### config.mk
export PLATFORM = sky130hd
export DESIGN_NAME = mc_datapath
export DESIGN_NICKNAME = d
export VERILOG_FILES = /design/src/rtl/mc_pkg.sv /design/src/rtl/mc_alu.sv /design/src/rtl/mc_regfile.sv /design/src/rtl/mc_pc_unit.sv /design/src/rtl/mc_datapath.sv
export SDC_FILE = /design/constraint.sdc
export NUM_CORES = 2
export LEC_CHECK = 0
export ABC_AREA = 0
export CAP_MARGIN = 20
export CORE_ASPECT_RATIO = 0.9
export CORE_MARGIN = 1.5
export CORE_UTILIZATION = 46
export CTS_CLUSTER_DIAMETER = 120
export CTS_CLUSTER_SIZE = 10
export DETAILED_ROUTE_END_ITERATION = 8
export DONT_BUFFER_PORTS = 1
export GPL_TIMING_DRIVEN = 1
export PLACE_DENSITY_LB_ADDON = 0.12
export SLEW_MARGIN = 30
export SYNTH_ARGS = -nofsm -noshare
export SYNTH_HDL_FRONTEND = slang
export SYNTH_HIERARCHICAL = 1
export SYNTH_SLANG_ARGS = --single-unit
### constraint.sdc
create_clock -name clk -period 5.4 [get_ports clk]
set_input_delay 0.54 -clock clk [delete_from_list [all_inputs] [get_ports clk]]
set_output_delay 0.54 -clock clk [all_outputs]
set_load 0.02 [all_outputs]
### src/rtl/mc_pkg.sv
package mc_pkg;
  localparam logic [2:0] ALU_AND = 3'b000;
  localparam logic [2:0] ALU_OR  = 3'b001;
  localparam logic [2:0] ALU_ADD = 3'b010;
  localparam logic [2:0] ALU_SUB = 3'b110;
  localparam logic [2:0] ALU_SLT = 3'b111;

  localparam logic [1:0] SRCB_REG   = 2'b00;
  localparam logic [1:0] SRCB_FOUR  = 2'b01;
  localparam logic [1:0] SRCB_IMM   = 2'b10;
  localparam logic [1:0] SRCB_IMMSH = 2'b11;

  localparam logic [1:0] PCSEL_ALU  = 2'b00;
  localparam logic [1:0] PCSEL_LAT  = 2'b01;
  localparam logic [1:0] PCSEL_JUMP = 2'b10;
endpackage

### src/rtl/mc_alu.sv
module mc_alu #(
  parameter int W = 32
) (
  input  logic [2:0]   op,
  input  logic [W-1:0] a,
  input  logic [W-1:0] b,
  output logic [W-1:0] y,
  output logic         zero
);
  import mc_pkg::*;

  always_comb begin
    unique case (op)
      ALU_AND: y = a & b;
      ALU_OR:  y = a | b;
      ALU_ADD: y = a + b;
      ALU_SUB: y = a - b;
      ALU_SLT: y = {{(W-1){1'b0}}, ($signed(a) < $signed(b))};
      default: y = '0;
    endcase
  end

  assign zero = (y == '0);
endmodule

### src/rtl/mc_regfile.sv
module mc_regfile #(
  parameter int W    = 32,
  parameter int NREG = 32
) (
  input  logic                    clk,
  input  logic                    we,
  input  logic [$clog2(NREG)-1:0] wa,
  input  logic [W-1:0]            wd,
  input  logic [$clog2(NREG)-1:0] ra0,
  input  logic [$clog2(NREG)-1:0] ra1,
  output logic [W-1:0]            rd0,
  output logic [W-1:0]            rd1
);
  localparam int AW = $clog2(NREG);

  logic [W-1:0] regs [1:NREG-1];
  logic         wr_en;

  assign wr_en = we && (wa != '0);

  always_ff @(posedge clk) begin
    if (wr_en) regs[wa] <= wd;
  end

  assign rd0 = (ra0 == '0) ? '0 : regs[ra0];
  assign rd1 = (ra1 == '0) ? '0 : regs[ra1];
endmodule

### src/rtl/mc_pc_unit.sv
module mc_pc_unit #(
  parameter int W = 32
) (
  input  logic         wr,
  input  logic         wr_cond,
  input  logic         zero,
  input  logic [1:0]   sel,
  input  logic [W-1:0] alu_y,
  input  logic [W-1:0] alu_lat,
  input  logic [W-1:0] jump_tgt,
  output logic         en,
  output logic [W-1:0] nxt
);
  import mc_pkg::*;

  assign en = wr || (wr_cond && zero);

  always_comb begin
    unique case (sel)
      PCSEL_ALU:  nxt = alu_y;
      PCSEL_LAT:  nxt = alu_lat;
      PCSEL_JUMP: nxt = jump_tgt;
      default:    nxt = alu_y;
    endcase
  end
endmodule

### src/rtl/mc_datapath.sv
module mc_datapath #(
  parameter int W    = 32,
  parameter int NREG = 32
) (
  input  logic         clk,
  input  logic         rst_n,
  input  logic         pc_wr,
  input  logic         pc_wr_cond,
  input  logic [1:0]   pc_sel,
  input  logic         iord,
  input  logic         ir_wr,
  input  logic         reg_wr,
  input  logic         reg_dst,
  input  logic         mem_to_reg,
  input  logic         src_a_sel,
  input  logic [1:0]   src_b_sel,
  input  logic [2:0]   alu_op,
  input  logic [W-1:0] mem_rdata,
  output logic [W-1:0] mem_addr,
  output logic [W-1:0] mem_wdata,
  output logic [5:0]   opcode,
  output logic [5:0]   funct,
  output logic         zero
);
  import mc_pkg::*;

  localparam int AW = $clog2(NREG);
  localparam int IMMW = 16;

  logic [W-1:0] pc_q, ir_q, mdr_q, a_q, b_q, lat_q;
  logic [W-1:0] pc_d, rd0, rd1, wdata, opa, opb, alu_y, imm_sx, imm_sh, jump_tgt;
  logic [AW-1:0] ra0, ra1, wa;
  logic pc_en;

  // field extraction and operand steering
  assign ra0      = ir_q[21 +: AW];
  assign ra1      = ir_q[16 +: AW];
  assign wa       = reg_dst ? ir_q[11 +: AW] : ir_q[16 +: AW];
  assign wdata    = mem_to_reg ? mdr_q : lat_q;
  assign imm_sx   = {{(W-IMMW){ir_q[IMMW-1]}}, ir_q[IMMW-1:0]};
  assign imm_sh   = {imm_sx[W-3:0], 2'b00};
  assign jump_tgt = {pc_q[W-1:W-4], ir_q[25:0], 2'b00};

  assign opa = src_a_sel ? a_q : pc_q;

  always_comb begin
    unique case (src_b_sel)
      SRCB_REG:   opb = b_q;
      SRCB_FOUR:  opb = W'(4);
      SRCB_IMM:   opb = imm_sx;
      SRCB_IMMSH: opb = imm_sh;
      default:    opb = b_q;
    endcase
  end

  mc_regfile #(.W(W), .NREG(NREG)) u_rf (
    .clk(clk), .we(reg_wr), .wa(wa), .wd(wdata),
    .ra0(ra0), .ra1(ra1), .rd0(rd0), .rd1(rd1)
  );

  mc_alu #(.W(W)) u_alu (
    .op(alu_op), .a(opa), .b(opb), .y(alu_y), .zero(zero)
  );

  mc_pc_unit #(.W(W)) u_pcu (
    .wr(pc_wr), .wr_cond(pc_wr_cond), .zero(zero), .sel(pc_sel),
    .alu_y(alu_y), .alu_lat(lat_q), .jump_tgt(jump_tgt),
    .en(pc_en), .nxt(pc_d)
  );

  // state registers
  always_ff @(posedge clk or negedge rst_n) begin
    if (!rst_n) begin
      pc_q  <= '0;
      ir_q  <= '0;
      mdr_q <= '0;
      a_q   <= '0;
      b_q   <= '0;
      lat_q <= '0;
    end else begin
      if (pc_en) pc_q <= pc_d;
      if (ir_wr) ir_q <= mem_rdata;
      mdr_q <= mem_rdata;
      a_q   <= rd0;
      b_q   <= rd1;
      lat_q <= alu_y;
    end
  end

  assign mem_addr  = iord ? lat_q : pc_q;
  assign mem_wdata = b_q;
  assign opcode    = ir_q[31:26];
  assign funct     = ir_q[5:0];

  AST_FETCH_INC: assert property (@(posedge clk) disable iff (!rst_n)
    (pc_wr && pc_sel == PCSEL_ALU && !src_a_sel && src_b_sel == SRCB_FOUR && alu_op == ALU_ADD)
    |=> (pc_q == $past(pc_q) + W'(4)));
  AST_IR_HOLD: assert property (@(posedge clk) disable iff (!rst_n)
    !ir_wr |=> $stable(ir_q));
  AST_COND_BLOCK: assert property (@(posedge clk) disable iff (!rst_n)
    (pc_wr_cond && !pc_wr && !zero) |=> $stable(pc_q));
  AST_JUMP_ALIGN: assert property (@(posedge clk) disable iff (!rst_n)
    (pc_wr && pc_sel == PCSEL_JUMP)
    |=> (pc_q[1:0] == 2'b00 && pc_q[W-1:W-4] == $past(pc_q[W-1:W-4])));
  AST_PC_HOLD: assert property (@(posedge clk) disable iff (!rst_n)
    (!pc_wr && !pc_wr_cond) |=> $stable(pc_q));
endmodule

==> impl_metrics.env <==
export IMPL_cts_htree_levels=4
export IMPL_port_buffers=0
export IMPL_cp_arrival_ns=5.04
export IMPL_power_frac_clock_pct=32.0
export IMPL_critPathKind="reg2out"
export IMPL_combinationalPowerShare_pct=25.1
export IMPL_critPathMaxStageDelay_ns=0.43
export IMPL_end_kind="primary output"
export IMPL_async_flop_share_pct=16.22
export IMPL_cts_buffer_depth=3
export IMPL_cp_startpoint="ir_q[2]"
export IMPL_syn_area_um2=59960
export IMPL_ys_seq_area_share_pct=57.69
export IMPL_synthXorXnorAreaFrac_pct=0.3359
export IMPL_firstDrtPassIters=9
export IMPL_holdCritStartpoint="alu_op[0]"
export IMPL_drive_above_1_share_pct=26.65
export IMPL_wl_per_cell_um=33.98
export IMPL_switchingPower_uw=8201
export IMPL_syn_area_per_cell_um2=15.10
export IMPL_p_per_area_nw_per_um2=386.3
export IMPL_tightest_slew_ns=1.039
export IMPL_relSlewSlack_pct=30.55
export IMPL_syn_to_final_growth_pct=12.87
export IMPL_worstSetupPathDepth=17
export IMPL_cts_tree="built"
export IMPL_cp_required_ns=4.86
export IMPL_slew_violations=0
export IMPL_path_max_fanout=3
export IMPL_yosys_warnings=6
export IMPL_die_width_um=383.6
export IMPL_synth_top_family_by_area="multiplexers"
export IMPL_antenna_found_initial=11
export IMPL_p_leak_uw=0.02408
export IMPL_finalWirelength_um=199300
export IMPL_grt_pass1_wl_um=283900
export IMPL_period_share_pct=103.3
export IMPL_fin_crit_ns=5.579
export IMPL_path_delay_family="compound AO/OA/AOI/OAI gates"
export IMPL_overflow=0
export IMPL_rsz0062_at_grt="yes"
export IMPL_viasPerCell=6.582
export IMPL_switching_share_pct=31.37
export IMPL_dr_first_iter_drc_count=4848
export IMPL_failed_checks="DRC, setup timing"
export IMPL_clkTransAtPathRegs_ns=0.06
export IMPL_synthAdderAreaFrac_pct=2.153
export IMPL_synth_compound_area_share_pct=8.211
export IMPL_r2r_start="ir_q[2]"
export IMPL_crit_chain="mux2_2 > o22a_1 > inv_2 > ha_1 > o21ai_0 > o21ai_0 > a211o_1 > and2_1 > a31oi_1 > xnor2_1 > o221ai_2 > a2111oi_2 > nor4b_2 > nand4b_1 > nor4b_4 > buf_4 > buf_6"
export IMPL_ys_types=98
export IMPL_final_util_pct=52.39
export IMPL_dp_hpwl_um=126700
export IMPL_final_nets=4246
export IMPL_outcome="complete, but fails checks"
export IMPL_initial_core_util_pct=46.42
export IMPL_synth_edf_count=992
export IMPL_ff2ff_setup_slack_ns=0.48
export IMPL_clk_latency_ns=0.78
export IMPL_yosys_register_bits=1184
export IMPL_power_internal_uw=17950
export IMPL_min_path_cells=2
export IMPL_yosys_area_share_simple_pct=5.181
export IMPL_final_cell_count_no_fill=5863
export IMPL_place_congestion=0.9190
export IMPL_num_io_pins=126
export IMPL_finalHoldViolations=0
export IMPL_drc=26
export IMPL_syn_instance_count=3970
export IMPL_worst_path_buf_inv=3
export IMPL_crit_path_frequent_cell="o21ai_0"
export IMPL_maxCapViolCount=0
export IMPL_min_path_type="in2reg"
export IMPL_dp_cells=5604
export IMPL_grt_start_max_net_pins=193
export IMPL_design_die_area_um2=132500
export IMPL_start_kind="flip-flop"
export IMPL_cts_buffers=136
export IMPL_num_vias=38590
export IMPL_p_seq_share_pct=42.9
export IMPL_fin_skew_ns=0.03596
export IMPL_ctsRootBufferMaster="clkbuf_16"
export IMPL_ant_nets=0
export IMPL_synthMuxAreaShare_pct=22.76
export IMPL_setup_ws_ns=-0.1786
export IMPL_first_global_vias=38160
export IMPL_reg2reg_depth=18
export IMPL_setup_viol=1
export IMPL_grtUsageTotal_pct=29.97
export IMPL_coreArea_um2=129200
export IMPL_fmax_mhz=179.3
export IMPL_die_height_um=345.5
export IMPL_rows=125
export IMPL_vdd_drop_max_mv=0.2592
export IMPL_cts_sinks=1184
export IMPL_cp_slowest_cell="dfrtp_1"
export IMPL_synth_ff_type="edfxtp_1"
[layer usage]
metal	vias to the layer above	wire length, µm	GRT usage [%]
li1	15990	-	-
met1	20190	82650	42.81
met4	6	6934	10.58
met3	386	18610	5.546
met2	2017	91020	45.99
met5	-	40	0
[cell type report]
| type | instances | area (µm²) |
|---|---|---|
| fill | 10710 | 61500 |
| sequential | 1184 | 34640 |
| multi-input combinational | 2369 | 23970 |
| clock buffer | 176 | 3606 |
| timing repair buffer | 293 | 2670 |
| tap | 1714 | 2145 |
| inverter | 111 | 416.7 |
| clock inverter | 13 | 224.0 |
| antenna | 3 | 7.507 |
[sequential cells by signal (all words and copies together) (netlist names)]
register   flops
u_rf/regs    992
lat_q         32
pc_q          32
mdr_q         32
ir_q          32
a_q           32
mem_wdata     32
[worst paths after layout]
path                                  to
setup / recovery                    zero
hold / removal                 lat_q[31]
setup reg to reg                 pc_q[1]
hold reg to reg                 pc_q[15]
max in group asynchronous       ir_q[22]
min in group asynchronous  mem_wdata[11]
[power by group through the flow]
stage / Sequential [µW] / Clock [µW] / Combinational, µW
CTS: 11200 / 8500 / 6280
global placement: 11400 / 0 / 6060
global route: 11200 / 8820 / 6950
detailed placement: 11400 / 0 / 6040
finish: 11200 / 8360 / 6570
floorplan: 11100 / 0 / 4000
[metrics by stage]
stage,setup WS (ns),hold slack [ns],power (µW),area [µm²],TNS (ns)
6_report,-0.1786,0.1144,26150,67680,-0.1786
5_1_grt,-0.3297,0.1094,27020,67670,-0.3297
4_1_cts,-0.2757,0.06064,25990,67240,-0.2757
3_5_place_dp,0.0001976,0.2496,17440,62650,0
3_3_place_gp,0.03384,0.2486,17450,62540,0
2_1_floorplan,0.1034,0.2444,15130,59970,0
[cells by family after synthesis]
logic type               count (synthesis)
AO/OA/AOI/OAI                          705
XOR/XNOR                                23
adder cells (fa/ha/maj)                102
buffers and inverters                  418
flip-flops                            1184
multiplexers                           897
other                                    1
AND/OR/NAND/NOR                        640
[synthesized netlist by cell type, drive strengths merged, types with 6 or more instances]
master	number	area share, %
inv	111	0.69
a21oi	131	1.1
clkbuf	119	0.77
o21ai	137	1.1
edfxtp	992	50
or3	6	0.063
nor3	26	0.23
nand4	24	0.26
o31ai	9	0.11
o22ai	12	0.13
xor2	6	0.088
a311o	32	0.53
nand3	76	0.63
and3	20	0.21
nor2b	44	0.46
a221oi	9	0.15
a21o	35	0.44
a22oi	128	1.6
xnor2	17	0.25
nand2b	8	0.083
o211ai	18	0.24
nand3b	6	0.075
a211o	36	0.53
ha	100	2.1
buf	188	2.2
mux4	350	13
and2	43	0.45
dfrtp	192	8.0
nand2	173	1.1
a22o	46	0.67
mux2i	346	5.8
a211oi	30	0.38
mux2	201	3.8
nor4	9	0.12
a2111oi	7	0.11
nor2	177	1.1
a31oi	21	0.22
nor3b	6	0.075
or2	6	0.063
[cells in the final DEF, fill, tap and decap left out, drive strengths merged, types with 43 or more instances in the layout]
cell,n
mux2i,346
o21ai,137
nor2,177
clkbuf,176
a22o,46
a21oi,131
and2,43
dfrtp,192
nand2,173
nor2b,44
a22oi,128
mux4,350
mux2,201
inv,116
buf,257
ha,100
nand3,76
edfxtp,992
[what timing repair did]
action	in CTS	in global routing
gates resized for setup	49	81
hold buffers	38	0
endpoints found under the setup margin	1	3
hold endpoints to repair	258	0
pin swaps	16	22
setup buffers	21	7
Power figures use the tool's default switching activity.
